--- config.mk ---
export PLATFORM = sky130hd
export DESIGN_NAME = flash_cmd_status
export DESIGN_NICKNAME = d
export VERILOG_FILES = /design/src/rtl/fcs_pkg.sv /design/src/rtl/fcs_ctrl.sv /design/src/rtl/fcs_dp.sv /design/src/rtl/flash_cmd_status.sv
export SDC_FILE = /design/constraint.sdc
export NUM_CORES = 1
export LEC_CHECK = 0
export ABC_AREA = 1
export CORE_AREA = 4 4 41 43
export DETAILED_ROUTE_END_ITERATION = 12
export DIE_AREA = 0 0 45 47
export DONT_BUFFER_PORTS = 1
export PLACE_DENSITY_LB_ADDON = 0.25
export SYNTH_ARGS = -nofsm -noshare
export SYNTH_HDL_FRONTEND = slang
export SYNTH_SLANG_ARGS = --single-unit
--- constraint.sdc ---
create_clock -name clk -period 1.9 [get_ports clk]
set_input_delay 0.095 -clock clk [delete_from_list [all_inputs] [get_ports clk]]
set_output_delay 0.095 -clock clk [all_outputs]
set_load 0.05 [all_outputs]
--- src/rtl/fcs_pkg.sv ---
package fcs_pkg;
  localparam int DATA_W = 16;
  localparam int KIND_W = 2;

  // Mode register fields
  localparam int MODE_GUARD_BIT = 3;
  localparam int MODE_IE_BIT    = 4;
  localparam int MODE_LO_KEEP   = 3;
  localparam int MODE_HI_KEEP   = 7;

  // Status register fields
  localparam int ST_PASS_BIT  = 0;
  localparam int ST_FAIL_BIT  = 1;
  localparam int ST_BUSY_BIT  = 2;
  localparam int ST_IRQ_BIT   = 3;
  localparam int ST_CONST_BIT = 5;
  localparam int N_STICKY     = 3;

  typedef enum logic [KIND_W-1:0] {
    CMD_READ   = 2'd0,
    CMD_PROG   = 2'd1,
    CMD_ERASE  = 2'd2,
    CMD_VERIFY = 2'd3
  } cmdKind_e;

  typedef enum logic {ST_IDLE = 1'b0, ST_RUN = 1'b1} engState_e;

  typedef struct packed {
    logic setIrq;
    logic setFail;
    logic setPass;
    logic clrSticky;
  } ctrlStrobe_t;
endpackage

--- src/rtl/fcs_ctrl.sv ---
module fcs_ctrl
  import fcs_pkg::*;
(
  input  logic              clk,
  input  logic              rstN,
  input  logic              cmdValid,
  input  logic [KIND_W-1:0] cmdKind,
  input  logic              engPass,
  input  logic              engFail,
  input  logic              statusRdEn,
  input  logic              guardOpen,
  input  logic              irqEnable,
  output logic              busy,
  output logic              engStart,
  output ctrlStrobe_t       strobe
);
  engState_e state;
  logic done, gated, accept, reject;

  always_comb begin
    done   = (state == ST_RUN) && (engPass || engFail);
    gated  = ((cmdKind == CMD_PROG) || (cmdKind == CMD_ERASE)) && !guardOpen;
    accept = cmdValid && (state == ST_IDLE) && !gated;
    reject = cmdValid && (state == ST_IDLE) && gated;
    strobe.setPass   = done && engPass;
    strobe.setFail   = (done && engFail) || reject;
    strobe.setIrq    = done && irqEnable;
    strobe.clrSticky = statusRdEn;
  end

  always_ff @(posedge clk or negedge rstN) begin
    if (!rstN) begin
      state    <= ST_IDLE;
      engStart <= 1'b0;
    end else begin
      engStart <= accept;
      if (accept)    state <= ST_RUN;
      else if (done) state <= ST_IDLE;
    end
  end

  assign busy = (state == ST_RUN);

  AST_START_FROM_IDLE: assert property (@(posedge clk) disable iff (!rstN)
    engStart |-> (busy && !$past(busy)));
  AST_IGNORE_WHILE_BUSY: assert property (@(posedge clk) disable iff (!rstN)
    (busy && cmdValid) |=> !engStart);
  AST_DONE_CLEARS_BUSY: assert property (@(posedge clk) disable iff (!rstN)
    (busy && (engPass || engFail)) |=> !busy);
  AST_GUARD_BLOCKS: assert property (@(posedge clk) disable iff (!rstN)
    (!busy && cmdValid && !guardOpen && (cmdKind == CMD_PROG || cmdKind == CMD_ERASE))
      |=> (!busy && !engStart));
endmodule

--- src/rtl/fcs_dp.sv ---
module fcs_dp
  import fcs_pkg::*;
(
  input  logic              clk,
  input  logic              rstN,
  input  logic              modeWrEn,
  input  logic [DATA_W-1:0] modeWrData,
  input  ctrlStrobe_t       strobe,
  input  logic              busy,
  output logic [DATA_W-1:0] modeRdData,
  output logic [DATA_W-1:0] statusRdData,
  output logic              guardOpen,
  output logic              irqEnable,
  output logic              irqFlag
);
  localparam logic [DATA_W-1:0] MODE_MASK =
    DATA_W'(((1 << (MODE_HI_KEEP + 1)) - 1) & ~((1 << MODE_LO_KEEP) - 1));

  logic [DATA_W-1:0]   modeQ;
  logic [N_STICKY-1:0] stickyQ;
  logic [N_STICKY-1:0] setVec;

  assign setVec = {strobe.setIrq, strobe.setFail, strobe.setPass};

  always_ff @(posedge clk or negedge rstN) begin
    if (!rstN)         modeQ <= '0;
    else if (modeWrEn) modeQ <= modeWrData & MODE_MASK;
  end

  for (genvar i = 0; i < N_STICKY; i++) begin : g_sticky
    always_ff @(posedge clk or negedge rstN) begin
      if (!rstN)                 stickyQ[i] <= 1'b0;
      else if (setVec[i])        stickyQ[i] <= 1'b1;
      else if (strobe.clrSticky) stickyQ[i] <= 1'b0;
    end
  end

  always_comb begin
    statusRdData               = '0;
    statusRdData[ST_PASS_BIT]  = stickyQ[0];
    statusRdData[ST_FAIL_BIT]  = stickyQ[1];
    statusRdData[ST_BUSY_BIT]  = busy;
    statusRdData[ST_IRQ_BIT]   = stickyQ[2];
    statusRdData[ST_CONST_BIT] = 1'b1;
  end

  assign modeRdData = modeQ;
  assign guardOpen  = modeQ[MODE_GUARD_BIT];
  assign irqEnable  = modeQ[MODE_IE_BIT];
  assign irqFlag    = stickyQ[2];

  AST_IRQ_NEEDS_ENABLE: assert property (@(posedge clk) disable iff (!rstN)
    $rose(stickyQ[2]) |-> $past(modeQ[MODE_IE_BIT]));
  AST_READ_CLEARS_PASS: assert property (@(posedge clk) disable iff (!rstN)
    (strobe.clrSticky && !strobe.setPass) |=> !stickyQ[0]);
  AST_SET_BEATS_CLEAR: assert property (@(posedge clk) disable iff (!rstN)
    (strobe.clrSticky && strobe.setFail) |=> stickyQ[1]);
endmodule

--- src/rtl/flash_cmd_status.sv ---
module flash_cmd_status
  import fcs_pkg::*;
(
  input  logic              clk,
  input  logic              rstN,
  input  logic              modeWrEn,
  input  logic [DATA_W-1:0] modeWrData,
  output logic [DATA_W-1:0] modeRdData,
  input  logic              statusRdEn,
  output logic [DATA_W-1:0] statusRdData,
  input  logic              cmdValid,
  input  logic [KIND_W-1:0] cmdKind,
  output logic              engStart,
  input  logic              engPass,
  input  logic              engFail,
  output logic              irq
);
  ctrlStrobe_t strobe;
  logic busy, guardOpen, irqEnable, irqFlag;

  fcs_ctrl u_ctrl (
    .clk(clk), .rstN(rstN), .cmdValid(cmdValid), .cmdKind(cmdKind),
    .engPass(engPass), .engFail(engFail), .statusRdEn(statusRdEn),
    .guardOpen(guardOpen), .irqEnable(irqEnable),
    .busy(busy), .engStart(engStart), .strobe(strobe)
  );

  fcs_dp u_dp (
    .clk(clk), .rstN(rstN), .modeWrEn(modeWrEn), .modeWrData(modeWrData),
    .strobe(strobe), .busy(busy), .modeRdData(modeRdData),
    .statusRdData(statusRdData), .guardOpen(guardOpen),
    .irqEnable(irqEnable), .irqFlag(irqFlag)
  );

  assign irq = irqFlag;
endmodule

== Word-level counts from Yosys, hierarchy flattened ==
Index checks and enable logic that the tools add are counted.
Storage, ports and cells
  register bits after elaboration: 10
  bits in latches: 0
  memory bits (writable): 0
  ROM bits: 0
  input port bits: 25
  output and inout port bits: 34
  logic and storage cells: 32
  memories kept: 0
Operators by class
  add/subtract/negate cells: 0
  multiply operators: 0
  divide/modulo/power cells: 0
  $lt $le $gt $ge: 0
  eq/ne operators: 2
  shift operators: 0
  mux-type cells: 6
  bitwise gates (word level): 1
  reductions and logical operators: 17
Operators with widths (number)
  1-bit logical AND: 8
  2-bit nonzero test: 4
  1-bit two-way mux: 6
  1-bit logical OR: 3
  2-bit by 1-bit == test with 1-bit output (second input constant): 1
  2-bit == test (second input constant): 1
  1-bit zero test: 2
  1-bit NOT: 1

== Depth between registers and ports, before layout ==
Gate-level depths: netlist (run 1).
  depth in word-level cells: 6
  depth in mapped cells: 5
  mapped depth without buffers: 5

== Cells and area by module ==
Synthesis (run 1) repeated with hierarchy kept, for this count alone.
Second synthesis, totals
  cells, all modules: 89
  area, all modules: 655.6 µm²
Modules (own cells, without submodules)
  fcs_dp: times used 1, cells an instance 63, area each 508.0 µm², sequential area each 200.2 µm²
  fcs_ctrl: times used 1, cells an instance 26, area each 147.6 µm², sequential area each 50.0 µm²

== Worst setup path before layout (run 1) ==
OpenSTA, ideal clock, no wires.
  kind: reg-to-output
  start point: register u_dp.stickyQ[2] (netlist: u_dp.irqFlag)
  end point: output port statusRdData[3]
  arrival: 0.904 ns
  data required time: 1.805 ns
  setup slack: 0.901 ns
  cell stages (with the launch flop): 2
  path buffers: 1
  path through: dfrtp_1 > buf_4
RTL lines
  start: declaration: line fcs_dp.sv:20  | logic [N_STICKY-1:0] stickyQ;
  start signal: indexed assignment: line fcs_dp.sv:32  | if (!rstN) stickyQ[i] <= 1'b0;
  start signal: indexed assignment: line fcs_dp.sv:33  | else if (setVec[i]) stickyQ[i] <= 1'b1;
  start signal: indexed assignment: line fcs_dp.sv:34  | else if (strobe.clrSticky) stickyQ[i] <= 1'b0;
  end: declaration: line flash_cmd_status.sv:10  | output logic [DATA_W-1:0] statusRdData,
No word-level cell between the ends.

==> results.cfg, run 1 <==
[timing]
hold_viol = 0
setup_viol_count_final = 0
drv_slew = 0
clock_skew_ps = 5.04
fin_crit_sh_pct = 80.5
worst_slew_pin_slew_ps = 583
rsz0062_at_grt = false
clock.fmax_mhz = 654
slew_headroom_pct = 61.2
period_minus_slack_ps = 1530
fin_tns_setup_ps = 0

[global_route]
grt_pass1_wl_microns = 1410
grt_max_degree = 11
antenna_found_initial = 0
grt_overflow = 0
grt_use_total_pct = 9.73
grt_pass1_vias = 346

[critical_path]
critPathTopFamily = buffers and inverters
cp-start-kind = flip-flop
crit_path_cell_trace = inv_1 -> o21ai_1 -> dlygate4sd3_1
worst-endpoint-arrival_ps = 1740
cp_data_required_time_ps = 2110
crit_path_end_kind = flip-flop
path_max_fanout = 2
worstSetupPathType = flip-flop to flip-flop
cpPeakStageDelay_ps = 630
worst-path-buf-inv = 2
critPathSlowestCell = dfrtp_1

[route]
first_pass_iters = 2
wl_per_cell_microns = 10.2
drt-initial-drc-count = 2
via_per_inst = 3.99
ant_nets = 0
vias = 403
wirelength_microns = 1030
route.detailed.drc = 0

[synth]
synth_area_leaders = dfrtp_1 39%, buf_4 31%, nand2_1 7.6%
synth_top_area_share_pct = 38.8
netlist_instances = 78
synth_common_cells = 27 x buf_4, 13 x nand2_1, 10 x dfrtp_1, 8 x inv_1, 6 x o21ai_1
synth.most_common_cell = buf_4
synth.avg_cell_area_sq_um = 8.28
synth_area_sq_um = 646
synth_ff_type = dfrtp_1
ys_seq_elements = 10
netlist-cell-type-count = 13
synth_seq_area_share_pct = 38.8
yosysWarnings = 0
synth-edff-count = 0
yosysTopAreaCell = dfrtp_1
synthArstFlopShare_pct = 100

[floorplanning]
dieWidth_microns = 45
rows = 13
dieHeight_microns = 47
ioPinCount = 59
fp.coreArea_sq_um = 1300
start_util_pct = 49.6
die_area_sq_um = 2120

[placement]
gp_congestion = 0.646
dp_cells = 87
place.detailed.hpwl_microns = 815
port_buffers = 0

[final_layout]
seqCellArea_sq_um = 250
n_fill_cell = 130
multi_input_area_sq_um = 225
final_cells = 101
num_antenna_cells = 0
final_net_count = 112
drive_above_1_share_pct = 16.3
utilization_pct = 52.2
syn_to_final_growth_pct = 5.23

[clock_tree]
root_buffer = clkbuf_4
cts_max_path_buffers = 2
clock_latency_ps = 270
cts_buffers = 3
cts_tree = built
h-tree-depth = 1
cts.clk_slew.worst_paths_ps = 70
ctsResizeCount = 0
clock_sinks = 10

[status]
outcome = finished, final reports clean

[power_and_ir_drop]
power_leakage_nw = 0.385
p_switching_w = 0.000485
swShare_pct = 52.2
p_clk_share_pct = 20.8
power.density_nw_per_um2 = 1370
p_seq_share_pct = 51.5
internal_power_w = 0.000444
peakVddDrop_mv = 0.577
combPwrFrac_pct = 27.7

[min_path]
min_path_type = input pin to flip-flop

[flow_run]
cap_violations = 0
-- worst min-delay path: stages --
cell     delay [ps]
a21oi_1          50
nand3_2          60
nand2_1          40
-- path summary, 6_finish.rpt --
kind / slack [ps] / to / from / cells after the start
worst max-delay path: 370 / u_dp.modeRdData[4] / u_dp.modeRdData[4] / 3
worst min-delay path: 3 / u_dp.statusRdData[1] / cmdKind[0] / 3
worst max register to register: 370 / u_dp.modeRdData[4] / u_dp.modeRdData[4] / 3
worst min register to register: 770 / u_dp.modeRdData[6] / u_dp.modeRdData[6] / 2
max in group asynchronous: 1380 / u_dp.modeRdData[6] / rstN / 1
min in group asynchronous: 210 / u_dp.statusRdData[0] / rstN / 1
-- through the flow --
stage	setup slack [ps]	cell area (sq um)	hold WS, ps	power, W
after floorplan	901	724	-201	0.000747
after global placement	704	543	-200	0.000705
after detailed placement	698	543	-200	0.000709
after CTS	365	679	1.61	0.000937
after global routing	283	679	1.16	0.000983
final	370	679	3.07	0.000929
-- state kept, by name, indices dropped and copies added (netlist names) --
name               flops
u_ctrl.engStart        1
u_dp.irqFlag           1
u_dp.statusRdData      2
u_ctrl.busy            1
u_dp.modeRdData        5
-- power groups by stage --
stage                     clock network [W]  registers [W]  logic [W]
after global placement                    0       0.000484   0.000221
after floorplan                           0       0.000422   0.000325
final                              0.000193       0.000479   0.000258
after CTS                          0.000199       0.000480   0.000258
after global routing               0.000215       0.000488   0.000280
after detailed placement                  0       0.000485   0.000223
-- cell usage in the layout (no fill, tap or decap) --
master / instances
o21ai_1: 6
clkbuf_4: 3
a21oi_1: 1
dlygate4sd3_1: 10
nand3_2: 2
inv_2: 3
inv_1: 8
nand2_2: 3
a22oi_1: 1
o21ai_2: 1
clkbuf_8: 1
buf_4: 1
dfrtp_1: 10
conb_1: 23
nand2_1: 13
-- repair_timing --
item,4_1_cts,5_1_grt
setup buffers,0,0
hold buffers,10,0
hold endpoints to repair,17,0
setup endpoints to repair,0,0
-- cell type report --
cell class | count | share of cell area (%)
flip-flops and latches | 10 | 36.8
well taps | 15 | 2.76
clock buffers | 4 | 5.34
multi-input cells | 50 | 33.1
inverters | 11 | 6.08
repair buffers | 11 | 15.8
-- metal layers --
metal	GRT usage [%]	wire [microns]	share of wire (%)	up-vias
met4	3.51	10	0.97	0
met1	10.7	346	33	169
li1	-	-	-	200
met5	0	0	0	-
met3	6.51	175	17	2
met2	15.0	500	48	32
-- kinds of logic (layout without fill, tap and decap cells) --
logic type	after synthesis	in the layout	share of synthesized area, %
compound gates	9	9	7.95
simple gates	18	18	13.6
flops	10	10	38.8
buf+inv	39	26	38.6
other cells	2	23	1.16
(Power assumes the default switching activity.)
==> inputs of run 2 (changes only) <==
- clock period: 1.9 -> 1.55 ns (I/O delays scaled with it)
==> run 2 against run 1 <==
  * Via count up 5.7%
  * Die area unchanged
  * Sequential cell count stayed put
  * Highest routed layer is now met3
  * Wire length rose by 4.1%
  * Non-clock buffer count grew 5
  * Core utilization up 2.2 points
  * Global-route usage increased by 0.49 points
  * Register-to-register slack worse by 280 ps
  * Critical path type unchanged
  * Cell area is 4.2% higher
==> results.cfg, run 2 (same netlist as run 1, synthesis figures left out) <==
[status]
outcome = finished, final reports clean

[timing]
clock.fmax_mhz = 684
setup_viol_count_final = 0
hold_viol = 0
fin_crit_sh_pct = 94.3
fin_tns_setup_ps = 0
fin_hold_ws_ps = 9.24
clock_skew_ps = 1.14
rsz0062_at_grt = false
period_minus_slack_ps = 1460
drv_slew = 0

[critical_path]
worstSetupPathType = flip-flop to flip-flop
r2r_slack_ps = 90
reg2reg_to = u_dp.modeRdData[5]
path_max_fanout = 2
cp-start-kind = flip-flop
reg2reg_from = u_dp.modeRdData[5]
crit_path_end_kind = flip-flop
ff2ff_path_depth = 3
cp_data_required_time_ps = 1750
worst-endpoint-arrival_ps = 1660

[final_layout]
seqCellArea_sq_um = 250
largest_reg_flops = 5
fin_area_sq_um = 708
drive_above_1_share_pct = 17.8
multi_input_area_sq_um = 225
num_antenna_cells = 0
final_cell_mix = 23 x conb_1, 13 x nand2_1, 12 x dlygate4sd3_1
final_net_count = 117
syn_to_final_growth_pct = 9.69
final_common_cell = conb_1
n_fill_cell = 131

[route]
route.detailed.drc = 0
wl_per_cell_microns = 10.2
via_per_inst = 4.06
drt-initial-drc-count = 1
ant_nets = 0
first_pass_iters = 2
wirelength_microns = 1080
vias = 426

[min_path]
holdPathStages = 3
min_path_type = input pin to flip-flop
min_to = u_dp.irqFlag
hp-start = statusRdEn

[power_and_ir_drop]
peakVddDrop_mv = 0.803
power_leakage_nw = 0.401
power.density_nw_per_um2 = 1560

[global_route]
grt_pass1_wl_microns = 1480
grt_pass1_vias = 365
grt_max_degree = 11
grt_use_total_pct = 10.2
antenna_found_initial = 0
grt_overflow = 0

[floorplanning]
ioPinCount = 59
dieWidth_microns = 45
dieHeight_microns = 47
start_util_pct = 49.6
die_area_sq_um = 2120
rows = 13
fp.coreArea_sq_um = 1300

[clock_tree]
root_buffer = clkbuf_4
clock_latency_ps = 260
cts.clk_slew.worst_paths_ps = 60
h-tree-depth = 1
cts_buffers = 3
postCtsSetupRepairBufs = 0
clock_sinks = 10
cts_max_path_buffers = 2
cts_tree = built

[placement]
place_area_sq_um = 566
gp_congestion = 0.666
place.detailed.hpwl_microns = 792
port_buffers = 0

[flow_run]
cap_violations = 0
-- run 2: worst max-delay path: stages (launching register included) --
cell and delay, ps:
dfrtp_1 640, inv_1 100, o21ai_1 120, dlygate4sd3_1 550
-- run 2: report_power, final --
part / switching, W / internal [W]
combinational: 0.000333 / 0.000113
sequential: 0.000171 / 0.000319
clock: 0.0000822 / 0.0000894
total: 0.000587 / 0.000521
-- run 2: final cells by class --
class	instances	area share (%)
timing repair buffer	16	21.2
multi-input combinational	50	31.8
inverter	11	5.83
tap	15	2.65
clock buffer	3	3.18
sequential	10	35.3
-- run 2: stage by stage --
stage                     worst slack [ps]  utilization (%)  std cells  total power [W]
after floorplan                        569                -         99         0.000916
final                                 87.7             54.4        105          0.00111
after detailed placement               545             43.5         90         0.000896
after CTS                             75.1             54.4        105          0.00112
after global placement                 560             43.5         90         0.000891
after global routing                  13.9             54.4        105          0.00117
-- run 2: worst max path at each step --
stage,from,end,slack [ps],cells after the start
global placement,u_dp.statusRdData[1],u_dp.statusRdData[1],560,2
floorplan,u_dp.irqFlag,statusRdData[3],570,1
detailed placement,u_dp.statusRdData[1],u_dp.statusRdData[1],550,2
finish,u_dp.modeRdData[5],u_dp.modeRdData[5],90,3
CTS,u_dp.modeRdData[5],u_dp.modeRdData[5],80,3
global route,u_dp.modeRdData[5],u_dp.modeRdData[5],10,3
-- run 2: what timing repair did --
action | CTS | global route
hold buffers | 12 | 0
hold endpoints to repair | 17 | 0
resized for setup | 0 | 0
-- run 2: routing by layer --
layer  GRT usage [%]  part of all wire [%]  vias up
li1                -                     -      207
met1            9.62                    32      187
met2            19.2                    52       32
met3            7.28                    16        0
met4               0                     0        0
met5               0                     0        -
